File: config.mk
export PLATFORM = sky130hd
export DESIGN_NAME = pgx_top
export DESIGN_NICKNAME = d
export VERILOG_FILES = /design/src/rtl/pgx_pkg.sv /design/src/rtl/pgx_regs.sv /design/src/rtl/pgx_sel.sv /design/src/rtl/pgx_top.sv
export SDC_FILE = /design/constraint.sdc
export NUM_CORES = 1
export LEC_CHECK = 0
export ABC_AREA = 1
export BUFFER_PORTS_ARGS = -buffer_cell sky130_fd_sc_hd__buf_2
export CORE_MARGIN = 5
export CORE_UTILIZATION = 50
export CTS_BUF_LIST = sky130_fd_sc_hd__clkbuf_2
export DETAILED_ROUTE_END_ITERATION = 8
export PLACE_DENSITY_LB_ADDON = 0.2
export SYNTH_ARGS = -nofsm -noshare
export SYNTH_HDL_FRONTEND = slang
export SYNTH_SLANG_ARGS = --single-unit
File: constraint.sdc
create_clock -name clk -period 1.2 [get_ports clk]
set_input_delay 0.12 -clock clk [delete_from_list [all_inputs] [get_ports clk]]
set_output_delay 0.12 -clock clk [all_outputs]
set_load 0.05 [all_outputs]
File: src/rtl/pgx_pkg.sv
package pgx_pkg;

   localparam int unsigned RA_W    = 3;
   localparam int unsigned NUM_PG  = 5;

   localparam int unsigned PG_CUR  = 0;
   localparam int unsigned PG_STK  = 1;
   localparam int unsigned PG_IDX  = 2;
   localparam int unsigned PG_MRD  = 3;
   localparam int unsigned PG_MWR  = 4;
   localparam int unsigned REG_FLAG = 5;

   typedef enum logic [2:0] {
      ACC_DIR = 3'd0,
      ACC_IDX = 3'd1,
      ACC_STK = 3'd2,
      ACC_MRD = 3'd3,
      ACC_MWR = 3'd4
   } acc_e;

   typedef enum logic [1:0] {
      MODE_FLAT   = 2'd0,
      MODE_STKALL = 2'd1,
      MODE_SPLIT  = 2'd2,
      MODE_IDXSTK = 2'd3
   } pmode_e;

endpackage

File: src/rtl/pgx_regs.sv
module pgx_regs
   import pgx_pkg::*;
#(
   parameter int unsigned PG_W = 3,
   parameter int unsigned DW   = 8
) (
   input  logic                     clk,
   input  logic                     rst_n,
   input  logic                     we,
   input  logic [RA_W-1:0]          waddr,
   input  logic [DW-1:0]            wdata,
   input  logic [RA_W-1:0]          raddr,
   output logic [DW-1:0]            rdata,
   output logic [NUM_PG*PG_W-1:0]   pages_flat,
   output logic [1:0]               mode
);

   localparam int unsigned MODE_W = 2;

   if (PG_W < 1 || PG_W > DW) begin : g_bad_pg_w
      $error("pgx_regs: PG_W must lie in 1..DW");
   end
   if (DW < MODE_W) begin : g_bad_dw
      $error("pgx_regs: DW too small for mode field");
   end

   logic [PG_W-1:0] pg_q [NUM_PG];
   logic            unused_wdata;

   assign unused_wdata = ^wdata;

   for (genvar g = 0; g < NUM_PG; g++) begin : g_page
      always_ff @(posedge clk) begin
         if (!rst_n)
            pg_q[g] <= '0;
         else if (we && (waddr == RA_W'(g)))
            pg_q[g] <= wdata[PG_W-1:0];
      end

      assign pages_flat[g*PG_W +: PG_W] = pg_q[g];

      // a write to this page register is stored at the next edge
      a_r3_page_write_lands: assert property (@(posedge clk) disable iff (!rst_n)
         (we && waddr == RA_W'(g)) |=> (pages_flat[g*PG_W +: PG_W] == $past(wdata[PG_W-1:0])));
   end

   always_ff @(posedge clk) begin
      if (!rst_n)
         mode <= '0;
      else if (we && (waddr == RA_W'(REG_FLAG)))
         mode <= wdata[MODE_W-1:0];
   end

   always_comb begin
      rdata = '0;
      for (int i = 0; i < NUM_PG; i++) begin
         if (raddr == RA_W'(i))
            rdata[PG_W-1:0] = pg_q[i];
      end
      if (raddr == RA_W'(REG_FLAG))
         rdata[MODE_W-1:0] = mode;
   end

   // writes to unmapped addresses leave all state unchanged
   a_r11_unmapped_write: assert property (@(posedge clk) disable iff (!rst_n)
      (we && waddr > RA_W'(REG_FLAG)) |=> ($stable(pages_flat) && $stable(mode)));

   // flag write stores the low mode bits
   a_r2_flag_write: assert property (@(posedge clk) disable iff (!rst_n)
      (we && waddr == RA_W'(REG_FLAG)) |=> (mode == $past(wdata[MODE_W-1:0])));

endmodule

File: src/rtl/pgx_sel.sv
module pgx_sel
   import pgx_pkg::*;
#(
   parameter int unsigned PG_W = 3
) (
   input  logic                     irq_active,
   input  logic [1:0]               mode,
   input  logic [2:0]               kind,
   input  logic [NUM_PG*PG_W-1:0]   pages_flat,
   output logic [PG_W-1:0]          page
);

   pmode_e          eff_mode;
   acc_e            kind_e;
   logic [PG_W-1:0] cur_pg, stk_pg, idx_pg, mrd_pg, mwr_pg;

   assign cur_pg = pages_flat[PG_CUR*PG_W +: PG_W];
   assign stk_pg = pages_flat[PG_STK*PG_W +: PG_W];
   assign idx_pg = pages_flat[PG_IDX*PG_W +: PG_W];
   assign mrd_pg = pages_flat[PG_MRD*PG_W +: PG_W];
   assign mwr_pg = pages_flat[PG_MWR*PG_W +: PG_W];

   assign eff_mode = irq_active ? MODE_FLAT : pmode_e'(mode);
   assign kind_e   = acc_e'(kind);

   always_comb begin
      page = '0;
      if (eff_mode != MODE_FLAT) begin
         case (kind_e)
            ACC_STK: page = stk_pg;
            ACC_MRD: page = mrd_pg;
            ACC_MWR: page = mwr_pg;
            ACC_IDX: page = (eff_mode == MODE_SPLIT) ? idx_pg : stk_pg;
            default: page = (eff_mode == MODE_STKALL) ? '0 : cur_pg;
         endcase
      end
   end

endmodule

File: src/rtl/pgx_top.sv
module pgx_top
   import pgx_pkg::*;
#(
   parameter int unsigned OFS_W = 8,
   parameter int unsigned PG_W  = 3,
   parameter int unsigned DW    = 8
) (
   input  logic                    clk,
   input  logic                    rst_n,
   input  logic                    reg_we,
   input  logic [2:0]              reg_waddr,
   input  logic [DW-1:0]           reg_wdata,
   input  logic [2:0]              reg_raddr,
   output logic [DW-1:0]           reg_rdata,
   input  logic                    irq_active,
   input  logic [2:0]              acc_kind,
   input  logic [OFS_W-1:0]        acc_off,
   output logic [PG_W+OFS_W-1:0]   phys_addr
);

   localparam int unsigned PA_W = PG_W + OFS_W;

   if (OFS_W < 1) begin : g_bad_ofs
      $error("pgx_top: OFS_W must be positive");
   end

   logic [NUM_PG*PG_W-1:0] pages_flat;
   logic [1:0]             mode;
   logic [PG_W-1:0]        page;

   pgx_regs #(.PG_W(PG_W), .DW(DW)) u_regs (
      .clk        (clk),
      .rst_n      (rst_n),
      .we         (reg_we),
      .waddr      (reg_waddr),
      .wdata      (reg_wdata),
      .raddr      (reg_raddr),
      .rdata      (reg_rdata),
      .pages_flat (pages_flat),
      .mode       (mode)
   );

   pgx_sel #(.PG_W(PG_W)) u_sel (
      .irq_active (irq_active),
      .mode       (mode),
      .kind       (acc_kind),
      .pages_flat (pages_flat),
      .page       (page)
   );

   assign phys_addr = {page, acc_off};

   // no paging in mode 0 or during interrupt service
   a_r8_flat_when_irq: assert property (@(posedge clk) disable iff (!rst_n)
      (irq_active || mode == 2'd0) |-> (phys_addr[PA_W-1:OFS_W] == '0));

   // stack accesses follow the stack page when paging is on
   a_r9_stack_page: assert property (@(posedge clk) disable iff (!rst_n)
      (!irq_active && mode != 2'd0 && acc_kind == 3'd2)
         |-> (phys_addr[PA_W-1:OFS_W] == pages_flat[PG_STK*PG_W +: PG_W]));

   // move halves use their own pages
   a_r10_move_pages: assert property (@(posedge clk) disable iff (!rst_n)
      (!irq_active && mode != 2'd0 && acc_kind == 3'd4)
         |-> (phys_addr[PA_W-1:OFS_W] == pages_flat[PG_MWR*PG_W +: PG_W]));

   // offset passes through untouched
   a_r12_offset_through: assert property (@(posedge clk) disable iff (!rst_n)
      phys_addr[OFS_W-1:0] == acc_off);

endmodule

# == Yosys cells after proc, flatten, opt, wreduce, memory -nomap -nowiden ==
# Memories as Yosys holds them, arrays and structs flattened.
# Cells that the tools add are included.
# Widths: inputs -> output; s select.
# classes
n_lt_le_gt_ge,0
n_mul,0
shift,0
bitwise_logic,5
eq_ne,16
n_addsub,0
div_mod_pow,0
reduce_logical,9
n_mux,32
# ops
operator,n
$mux 3,13
$eq 3x2->1 const B,6
$mux 1,16
$eq 3x3->1 const B,5
$pmux 3 s4,1
$eq 3x1->1 const B,3
$logic_and 1x1->1,6
$logic_not 3->1,2
$or 1x1->1,5
$mux 2,2
$eq 2x1->1 const B,1
$eq 2x2->1 const B,1
$reduce_bool 2->1,1
# totals
output_inout_bits,19
mem_bits_ro,0
mem_count,1
ff_bits,2
inputBits,29
wordCells,64
latch_bits,0
ram_bits,15
# memory_table
name,depth,word_bits,read_ports,rd_ports_with_merged_regs,wr,line_no,rtl
u_regs.pg_q,5,3,5,0,5,pgx_regs.sv:27,logic [PG_W-1:0] pg_q [NUM_PG];

# == Logic depth before layout (Yosys ltp) ==
# Gate-level depths: netlist (run 1).
# depth
depth_word,7
mapped_depth,8
depth_no_buf,8

# == Hierarchy ==
# A second synthesis (run 1) with hierarchy kept.
# hier_totals
cells_unflattened,179
hier_area_um2,1273.7
# modules_own_cells
mod,seq_area_each_um2,instances,cells_each,area_each_um2
pgx_regs,490.5,1,107,908.4
pgx_sel,0.0,1,64,305.3
pgx_top,0.0,1,8,60.1

# == Worst setup path after synthesis (run 1) ==
# No wires, ideal clock.
# synth_path
path_type,register to output
from,register u_regs.mode[1]
to,output phys_addr[10]
path_buffers,0
arrival_time_ns,1.515
required_time_ns,1.080
path_stages_with_launch,5
slack_ns,-0.435
cell_sequence,dfxtp_1 > nand3_1 > o21ai_0 > nand2_1 > a21oi_1
# synth_between
elab_chain_len,5
elab_cells_between_ends,8
classes_between,2 x eq/ne; 5 x mux; 1 x reduce/logical
# synth_rtl
element,line_no,rtl
"start, declared",pgx_regs.sv:15,output logic [1:0] mode
"start signal, assigned",pgx_regs.sv:51,mode <= wdata[MODE_W-1:0];
$mux 2 (*),pgx_sel.sv:23,assign eff_mode = irq_active ? MODE_FLAT : pmode_e'(mode);
$eq 2x1->1 or $eq 2x2->1 (tied branches),"pgx_sel.sv:34, pgx_sel.sv:33",
$mux 3 (on tied branches),"pgx_sel.sv:34, pgx_sel.sv:33",
$pmux 3 s4,pgx_sel.sv:29,case (kind_e)
$mux 3 (*),pgx_sel.sv:28,if (eff_mode != MODE_FLAT) begin
"end, declared",pgx_top.sv:18,output logic [PG_W+OFS_W-1:0] phys_addr
# Every way passes the cells marked *; elsewhere a longest branch is shown, timed or not.

==> results of run 1 <==
-- state kept, by name, summed over array words and instances, names as in the netlist --
name	cells
u_regs.mode	2
u_regs.pg_q	15
-- final timing paths --
kind              slack [ps]             end
setup / recovery        -330    phys_addr[9]
hold / removal           160  u_regs.mode[0]
setup reg to reg         420  u_regs.mode[1]
hold reg to reg          670  u_regs.mode[0]
-- cells by family after synthesis --
| group | synth area share (%) |
|---|---|
| AND/OR/NAND/NOR | 42.3 |
| buffers and inverters | 14.1 |
| flip-flops | 39.7 |
| AO/OA/AOI/OAI | 3.64 |
| other | 0.303 |
-- layout by cell type (no fill, tap or decap), drive strengths merged --
master,netlist,routed
nor3,5,5
edfxtp,15,15
nand4,7,7
clkbuf,0,4
clkinvlp,0,1
dfxtp,2,2
buf,14,27
a21oi,4,4
nand3,13,13
nor2,34,34
conb,1,5
inv,19,18
nand3b,1,1
nand2,55,55
o21ai,5,5
-- metrics by stage --
| stage | setup WS [ps] | area (sq um) | cells |
|---|---|---|---|
| 5_1_grt | -431 | 1450 | 226 |
| 4_1_cts | -357 | 1440 | 226 |
| 6_report | -328 | 1450 | 226 |
| 3_5_place_dp | -143 | 1370 | 222 |
| 2_1_floorplan | 0.662 | 1280 | 179 |
| 3_3_place_gp | -105 | 1370 | 222 |
-- cell usage after synthesis (all sizes together) --
| cell | number |
|---|---|
| conb | 1 |
| nand4 | 7 |
| nand2 | 55 |
| nor2 | 34 |
| nand3 | 13 |
| a21oi | 4 |
| nor3 | 5 |
| edfxtp | 15 |
| inv | 19 |
| buf | 14 |
| dfxtp | 2 |
| o21ai | 5 |
| nand3b | 1 |
-- where the power goes --
part | leakage, nW | switching (mW) | internal, mW
sequential | 0.162 | 0.0240 | 0.681
combinational | 0.503 | 0.243 | 0.110
clock | 0.0166 | 0.156 | 0.0884
-- per-layer routing --
layer	GRT usage [%]	part of all wire, %
met2	29.9	54
met4	4.75	1.2
met3	2.59	5.4
met5	0	0
met1	17.0	39
-- timing repair --
item | in CTS | in global routing
setup endpoints to repair | 6 | 6
pin swaps | 2 | 2
hold endpoints to repair | 0 | 0
gates resized for setup | 20 | 4
buffers inserted | 0 | 0
-- worst max-delay path: cells and delay by family (launching register included) --
kind                   cells  cell delay, ps
flip-flops                 1             460
AND/OR/NAND/NOR            5             450
buffers and inverters      2             230
-- final cells by class --
class	count	area, sq um	share of cell area [%]
Multi-Input combinational cell	129	634	43.8
Sequential cell	17	493	34.1
Timing Repair Buffer	27	188	13.0
Inverter	19	75.1	5.19
Tap cell	30	37.5	2.59
Clock buffer	4	20.0	1.38
==> results.py, run 1 <==
metrics = {
    "finish": {
        "synthToLayoutAreaGrowth_pct": 17.1,
        "drive_above_1_share_pct": 29.6,
        "fillers": 217,
        "antenna_cells": 0,
        "fin_nets": 226,
        "final_util_pct": 60.1,
    },
    "critical_path": {
        "cp_cell_sequence": "nand4_1 -> nand2_1 -> nor2_2 -> nand3_2 -> nand2_2 -> clkinvlp_4 -> buf_6",
        "cp_slowest_cell": "edfxtp_1",
        "cp.arrival_ps": 1410,
        "startpoint_type": "flop",
        "required_ps": 1080,
        "crit_path_max_fanout": 3,
        "critPathMaxStageDelay_ps": 460,
        "critPathLaunch": "u_regs.pg_q[1][1]",
        "end_kind": "primary output",
        "critPathKind": "reg2out",
        "ff2ff_path_depth": 3,
        "r2r-start": "u_regs.mode[1]",
    },
    "yosys": {
        "synth_top_area_share_pct": 36.4,
        "synth_top_area_cell": "edfxtp_1",
        "ys_ff_latch": 17,
        "ys_types": 21,
        "ys_seq_area_share_pct": 39.7,
        "synth_area_per_cell_sq_um": 7.06,
        "netlist_instances": 175,
        "synth_warnings": 0,
        "syn_area_sq_um": 1240,
        "yosys-top-cells-area": "edfxtp_1 36%, nand2_1 15%, nor2_1 8.8%, buf_4 7.9%, nand3_1 4.9%",
    },
    "timing": {
        "rsz0062_at_grt": "true",
        "finalHoldViolCount": 0,
        "tns_ps": -1400,
        "slew_viol_final": 0,
        "min_period_ps": 1530,
        "fmax_ghz": 0.654,
        "setup_viol": 6,
        "hold_slack_ps": 164,
        "final.setup.worst_slack_ps": -328,
        "fin_crit_sh_pct": 127,
        "fin_skew_ps": 0,
    },
    "flow_run": {
        "max_cap_violations": 0,
    },
    "outcome": {
        "outcome": "finished, violations left",
        "violations": "negative setup slack",
    },
    "global_routing": {
        "grt_pass1_wl_um": 4250,
        "grtUsageTotal_pct": 15.5,
        "antenna_found_initial": 0,
        "grt_pass1_vias": 1064,
        "grt_overflow_total": 0,
        "grt_max_degree": 13,
    },
    "power_and_ir_drop": {
        "total_power_mw": 1.30,
        "powerDensity_nw_per_um2": 900,
        "max-vdd-ir-drop_mv": 0.732,
        "power.leakage_nw": 0.681,
    },
    "clock_tree": {
        "clk_latency_ps": 270,
        "ctsHoldBuffers": 0,
        "h-tree-depth": 1,
        "cts_tree": "done",
        "cts_made_buffers": 3,
        "root_buffer": "clkbuf_2",
        "clk_pin_slew_ps": 140,
        "cts_sinks": 17,
        "clockBufferDepth": 2,
    },
    "placement": {
        "gp_congestion": 0.911,
        "io_buffers": 21,
        "dp_hpwl_um": 2240,
    },
    "drt": {
        "wl_per_cell_um": 11.8,
        "drt_iter0_markers": 52,
        "via_count": 1172,
        "via_per_inst": 5.19,
        "drt_wl_total_um": 2670,
        "post-route-drc-count": 0,
        "antenna_left": 0,
        "detail_route.first_pass.iterations": 4,
    },
    "hold_path": {
        "min_delay_path_depth": 3,
        "min_from": "rst_n",
        "hold_class": "in2reg",
    },
    "floorplan": {
        "die_w_um": 59.7,
        "die_area_sq_um": 3570,
        "io-pin-count": 48,
        "die_h_um": 59.7,
        "fp.coreArea_sq_um": 2410,
        "initial_core_util_pct": 51.3,
        "rows": 18,
    },
}
No activity file was read; power rests on OpenSTA's default activity.
==> run 2, diff against run 1 <==
--- a/config.mk
+++ b/config.mk
@@ -5,11 +5,11 @@
 export SDC_FILE = /design/constraint.sdc
 export NUM_CORES = 1
 export LEC_CHECK = 0
-export ABC_AREA = 1
 export BUFFER_PORTS_ARGS = -buffer_cell sky130_fd_sc_hd__buf_2
 export CORE_MARGIN = 5
 export CORE_UTILIZATION = 50
 export CTS_BUF_LIST = sky130_fd_sc_hd__clkbuf_2
+export CTS_CLUSTER_SIZE = 24
 export DETAILED_ROUTE_END_ITERATION = 8
 export PLACE_DENSITY_LB_ADDON = 0.2
 export SYNTH_ARGS = -nofsm -noshare
==> run 2 against run 1 <==
Against the previous run:
- clock-buffer cell count unchanged
- fmax decreased by 14%
- synthesized area decreased by 2.8%
- die area decreased by 2.3%
- highest routed layer unchanged
- via count decreased by 16%
- sequential power about the same
- critical path depth decreased by 2
- design area increased by 3.2%
- critical path type unchanged
- non-clock buffer count increased by 6
- worst setup slack got worse by 260 ps
- largest power group unchanged
- the flow still finishes with violations (negative setup slack)
==> results.py, run 2 <==
metrics = {
    "critical_path": {
        "reg2reg_to": "u_regs.mode[0]",
        "critPathLaunch": "u_regs.mode[1]",
        "critPathMaxStageDelay_ps": 360,
        "cp_slowest_cell": "dfxtp_2",
        "r2r-start": "u_regs.mode[0]",
        "required_ps": 1080,
        "endpoint": "phys_addr[10]",
        "startpoint_type": "flop",
        "regToRegSetupSlack_ps": 410,
        "worstPathBufferInverterCount": 1,
        "path_delay_family": "flip-flops",
        "end_kind": "primary output",
        "crit_cells": 5,
        "cp_cell_sequence": "nor3b_4 -> mux2_4 -> a22oi_2 -> nor3_4 -> buf_6",
        "critPathKind": "reg2out",
        "ff2ff_path_depth": 3,
        "cp.arrival_ps": 1660,
        "crit_path_max_fanout": 3,
    },
    "yosys": {
        "synth_top_area_cell": "edfxtp_1",
        "synthTopCellsByCount": "15 x edfxtp_1, 13 x buf_4, 13 x nor2_1",
        "synth_top_area_share_pct": 37.5,
        "ys.flop_type": "edfxtp_1",
        "yosys-top-cells-area": "edfxtp_1 38%, buf_4 8.1%, mux2i_1 6.7%, and2_1 6.3%, nor2_1 4.1%",
        "synthMuxAreaShare_pct": 9.48,
        "synth_area_per_cell_sq_um": 9.46,
        "netlist_instances": 127,
        "ys_types": 29,
        "synth-edff-count": 15,
        "ys_seq_area_share_pct": 40.8,
        "synthArstFlopShare_pct": 0,
        "synth_warnings": 0,
        "synthMostInstantiatedCell": "edfxtp_1",
        "synth_top_family_by_area": "simple AND/OR/NAND/NOR gates",
        "synth-simple-area-share_pct": 27.5,
        "synth_compound_area_share_pct": 11.4,
        "synth_fa_ha_area_share_pct": 0,
        "synth_xor_xnor_area_share_pct": 0.729,
        "syn_area_sq_um": 1200,
        "ys_ff_latch": 17,
    },
    "global_routing": {
        "gr-usage-met2_pct": 27.9,
        "top_usage_layer": "met2",
        "grtUsageTotal_pct": 16.0,
        "grt_overflow_total": 0,
        "grt_pass1_wl_um": 4240,
        "grt_util_met1_pct": 19.4,
        "grt_pass1_vias": 965,
        "antenna_found_initial": 0,
        "grt_max_degree": 10,
        "met3_usage_pct": 2.40,
    },
    "flow_run": {
        "max_cap_violations": 0,
    },
    "floorplan": {
        "die_w_um": 59.0,
        "die_area_sq_um": 3480,
        "io-pin-count": 48,
        "fp.coreArea_sq_um": 2250,
        "initial_core_util_pct": 53.3,
        "die_h_um": 59.0,
        "rows": 17,
    },
    "placement": {
        "dp.cells": 178,
        "io_buffers": 21,
        "dp_hpwl_um": 2200,
        "gp_congestion": 0.791,
    },
    "clock_tree": {
        "cts_sinks": 17,
        "clk_latency_ps": 300,
        "h-tree-depth": 1,
        "clk_pin_slew_ps": 150,
        "post_cts_buffers": 0,
        "ctsHoldBuffers": 0,
        "root_buffer": "clkbuf_2",
        "cts_made_buffers": 3,
        "clockBufferDepth": 2,
        "cts_tree": "done",
    },
    "drt": {
        "antenna_left": 0,
        "wl_per_cell_um": 14.6,
        "detail_route.first_pass.iterations": 4,
        "post-route-drc-count": 0,
        "drt_iter0_markers": 37,
        "via_per_inst": 5.43,
        "drt_wl_total_um": 2660,
        "via_count": 988,
    },
    "timing": {
        "tns_ps": -2670,
        "setup_viol": 6,
        "min_period_ps": 1780,
        "final.setup.worst_slack_ps": -584,
        "fin_crit_sh_pct": 149,
        "finalHoldViolCount": 0,
        "slew_viol_final": 0,
        "fmax_ghz": 0.561,
        "rsz0062_at_grt": "true",
        "fin_skew_ps": 0,
    },
    "finish": {
        "fillers": 191,
        "top_regs": "u_regs.pg_q (15), u_regs.mode (2)",
        "largest_reg_flops": 15,
        "fin_nets": 184,
        "antenna_cells": 0,
        "final_cell_mix": "15 x buf_2, 15 x edfxtp_1, 13 x nor2_1, 12 x and2_1, 12 x buf_4",
        "synthToLayoutAreaGrowth_pct": 24.4,
        "drive_above_1_share_pct": 35.7,
        "layout.cells.non_filler": 182,
        "regMostFlops": "u_regs.pg_q",
    },
    "power_and_ir_drop": {
        "power.leakage_nw": 0.628,
        "max-vdd-ir-drop_mv": 0.587,
        "powerDensity_nw_per_um2": 888,
    },
    "outcome": {
        "violations": "negative setup slack",
        "outcome": "finished, violations left",
    },
    "hold_path": {
        "hold_class": "in2reg",
    },
}
-- run 2: how the worst min path moves through the flow --
stage / depth (start not counted) / start / endpoint / slack, ps
2_1_floorplan: 1 / rst_n / u_regs.mode[0] / 250
3_3_place_gp: 0 / acc_off[0] / phys_addr[0] / 240
3_5_place_dp: 0 / acc_off[0] / phys_addr[0] / 240
4_1_cts: 2 / rst_n / u_regs.mode[0] / 120
5_1_grt: 2 / rst_n / u_regs.mode[1] / 120
6_report: 2 / rst_n / u_regs.mode[0] / 120
-- run 2: final cells by class --
| type | count | area (sq um) | area share (%) |
|---|---|---|---|
| multi-input cells | 96 | 698 | 46.7 |
| flip-flops and latches | 17 | 493 | 33.0 |
| repair buffers | 33 | 233 | 15.6 |
| well taps | 28 | 35.0 | 2.35 |
| clock buffers | 4 | 20.0 | 1.34 |
| inverters | 4 | 15.0 | 1.01 |
-- run 2: cells by family after synthesis --
kind of cell,Yosys count
compound gates,20
mux,11
simple gates,59
buf+inv,18
other cells,1
xor+xnor,1
flops,17
-- run 2: per-layer routing --
metal  routed length (um)  vias to the layer above
li1                     -                      494
met4                   40                        0
met3                  190                        6
met1                 1100                      453
met5                    0                        -
met2                 1340                       35
-- run 2: through the flow --
step           power, mW  worst slack, ps  util (%)  area, sq um  hold slack (ps)
6_report            1.33             -584      66.3         1490              122
5_1_grt             1.39             -671      66.3         1490              122
3_3_place_gp        1.05             -317      62.5         1410              241
3_5_place_dp        1.05             -359      62.5         1410              241
4_1_cts             1.32             -589      66.0         1490              119
2_1_floorplan       1.01             -267         -         1280              248
-- run 2: timing repair --
item | in CTS | in global routing
pin swaps | 4 | 1
resized for setup | 17 | 2
gates cloned | 0 | 0
setup endpoints to repair | 6 | 6
-- run 2: power by group --
part	switching [mW]	internal, mW	total [mW]
sequential	0.0268	0.680	0.707
combinational	0.221	0.144	0.364
clock	0.167	0.0883	0.255
total	0.414	0.912	1.33
==> run 3, diff against run 2 <==
--- a/config.mk
+++ b/config.mk
@@ -8,9 +8,10 @@
 export BUFFER_PORTS_ARGS = -buffer_cell sky130_fd_sc_hd__buf_2
 export CORE_MARGIN = 5
 export CORE_UTILIZATION = 50
-export CTS_BUF_LIST = sky130_fd_sc_hd__clkbuf_2
+export CTS_BUF_LIST = sky130_fd_sc_hd__clkbuf_8
 export CTS_CLUSTER_SIZE = 24
 export DETAILED_ROUTE_END_ITERATION = 8
+export MAX_ROUTING_LAYER = met4
 export PLACE_DENSITY_LB_ADDON = 0.2
 export SYNTH_ARGS = -nofsm -noshare
 export SYNTH_HDL_FRONTEND = slang
==> run 3 against run 2 <==
Against the previous run:
- clock-buffer cell count down 1
- worst setup slack gained 69 ps
- critical endpoint unchanged
- sequential power about the same
- the flow still finishes with violations (negative setup slack)
==> results.py, run 3 (synthesis gave the netlist of run 2 again) <==
metrics = {
    "timing": {
        "tns_ps": -2260,
        "setup_viol": 6,
        "fin_skew_ps": 0,
        "final.setup.worst_slack_ps": -515,
        "rsz0062_at_grt": "true",
        "fin_crit_sh_pct": 143,
        "fmax_ghz": 0.583,
        "slew_viol_final": 0,
        "min_period_ps": 1710,
        "finalHoldViolCount": 0,
    },
    "global_routing": {
        "grtUsageTotal_pct": 17.2,
        "grt_pass1_vias": 968,
        "grt_overflow_total": 0,
        "antenna_found_initial": 0,
        "grt_max_degree": 10,
        "grt_pass1_wl_um": 4290,
    },
    "hold_path": {
        "min_from": "rst_n",
        "hold_class": "in2reg",
    },
    "finish": {
        "fillers": 188,
        "regMostFlops": "u_regs.pg_q",
        "largest_reg_flops": 15,
        "fin_nets": 184,
        "layout.cells.non_filler": 182,
        "final_cell_mix": "15 x buf_2, 15 x edfxtp_1, 13 x nor2_1, 12 x and2_1, 12 x buf_4",
        "final_util_pct": 67.4,
        "top_regs": "u_regs.pg_q (15), u_regs.mode (2)",
        "drive_above_1_share_pct": 35.1,
        "antenna_cells": 0,
        "synthToLayoutAreaGrowth_pct": 26.5,
        "fin_area_sq_um": 1520,
    },
    "clock_tree": {
        "clockBufferDepth": 2,
        "cts_sinks": 17,
        "root_buffer": "clkbuf_8",
        "clk_latency_ps": 250,
        "ctsHoldBuffers": 0,
        "clk_pin_slew_ps": 60,
        "h-tree-depth": 1,
        "cts_tree": "done",
        "cts_made_buffers": 3,
    },
    "critical_path": {
        "critPathMaxStageDelay_ps": 340,
        "cp_slowest_cell": "mux2_4",
        "required_ps": 1080,
        "critPathLaunch": "u_regs.mode[1]",
        "worstPathBufferInverterCount": 1,
        "cp.arrival_ps": 1590,
        "cp_cell_sequence": "nor3b_4 -> mux2_4 -> a22oi_2 -> nor3_4 -> buf_6",
        "crit_path_max_fanout": 3,
        "startpoint_type": "flop",
        "end_kind": "primary output",
        "critPathKind": "reg2out",
        "path_delay_family": "multiplexers",
        "r2r-start": "u_regs.mode[0]",
    },
    "placement": {
        "gp_congestion": 0.802,
        "place_area_sq_um": 1410,
        "dp.cells": 178,
        "io_buffers": 21,
        "dp_hpwl_um": 2200,
    },
    "drt": {
        "post-route-drc-count": 0,
        "drt_wl_total_um": 2700,
        "via_per_inst": 5.48,
        "wl_per_cell_um": 14.9,
        "detail_route.first_pass.iterations": 4,
        "antenna_left": 0,
        "drt_iter0_markers": 51,
        "via_count": 997,
    },
    "outcome": {
        "outcome": "finished, violations left",
        "violations": "negative setup slack",
    },
    "floorplan": {
        "rows": 17,
        "die_w_um": 59.0,
        "die_area_sq_um": 3480,
        "initial_core_util_pct": 53.3,
        "fp.coreArea_sq_um": 2250,
        "die_h_um": 59.0,
        "io-pin-count": 48,
    },
    "flow_run": {
        "max_cap_violations": 0,
    },
    "power_and_ir_drop": {
        "power.leakage_nw": 0.638,
        "max-vdd-ir-drop_mv": 0.671,
        "total_power_mw": 1.49,
        "powerDensity_nw_per_um2": 979,
    },
}
-- run 3: cell types whose count changed in the layout (fill, tap and decap cells not counted) --
cell / change
clkbuf_2: -4
clkbuf_8: +3
inv_1: +1
-- run 3: final cells by class --
| type | count | area [sq um] | area share, % |
|---|---|---|---|
| Clock buffer | 3 | 41.3 | 2.72 |
| Clock inverter | 1 | 3.75 | 0.247 |
| Inverter | 4 | 15.0 | 0.988 |
| Multi-Input combinational cell | 96 | 698 | 46.0 |
| Sequential cell | 17 | 493 | 32.5 |
| Tap cell | 28 | 35.0 | 2.31 |
| Timing Repair Buffer | 33 | 233 | 15.3 |
-- run 3: worst reg2reg max path, stage by stage, from the launching register on --
cell and delay, ps:
dfxtp_2 330, buf_4 150, mux2i_1 130, nor2b_1 60
-- run 3: final timing paths --
kind / endpoint / slack (ps) / cells after the start
hold / removal: u_regs.mode[0] / 190 / 2
setup reg to reg: u_regs.mode[0] / 420 / 3
setup / recovery: phys_addr[10] / -510 / 5
hold reg to reg: u_regs.mode[1] / 680 / 3
-- run 3: routing by layer --
layer / global-route usage (%) / vias up / share of wire [%]
met1: 19.4 / 461 / 41
met4: 9.71 / 0 / 2.2
met2: 28.1 / 37 / 49
met3: 3.70 / 6 / 7.5
li1: - / 493 / -
met5: - / - / 0
-- run 3: stage by stage --
| stage | worst slack (ps) | hold slack, ps |
|---|---|---|
| final | -515 | 185 |
| after global routing | -591 | 191 |
| after CTS | -526 | 173 |
| after detailed placement | -359 | 241 |
| after global placement | -317 | 241 |
| after floorplan | -267 | 248 |
-- run 3: report_power, final --
group / internal (mW) / leakage, nW / switching (mW) / total (mW)
Combinational: 0.144 / 0.449 / 0.221 / 0.365
Clock: 0.227 / 0.0269 / 0.187 / 0.414
Sequential: 0.682 / 0.162 / 0.0268 / 0.708
Total: 1.05 / 0.638 / 0.435 / 1.49
-- run 3: what timing repair did --
item | CTS | global route
resized for setup | 17 | 2
buffers inserted | 0 | 0
endpoints found under the setup margin | 6 | 6
pin swaps | 4 | 1
hold endpoints to repair | 0 | 0
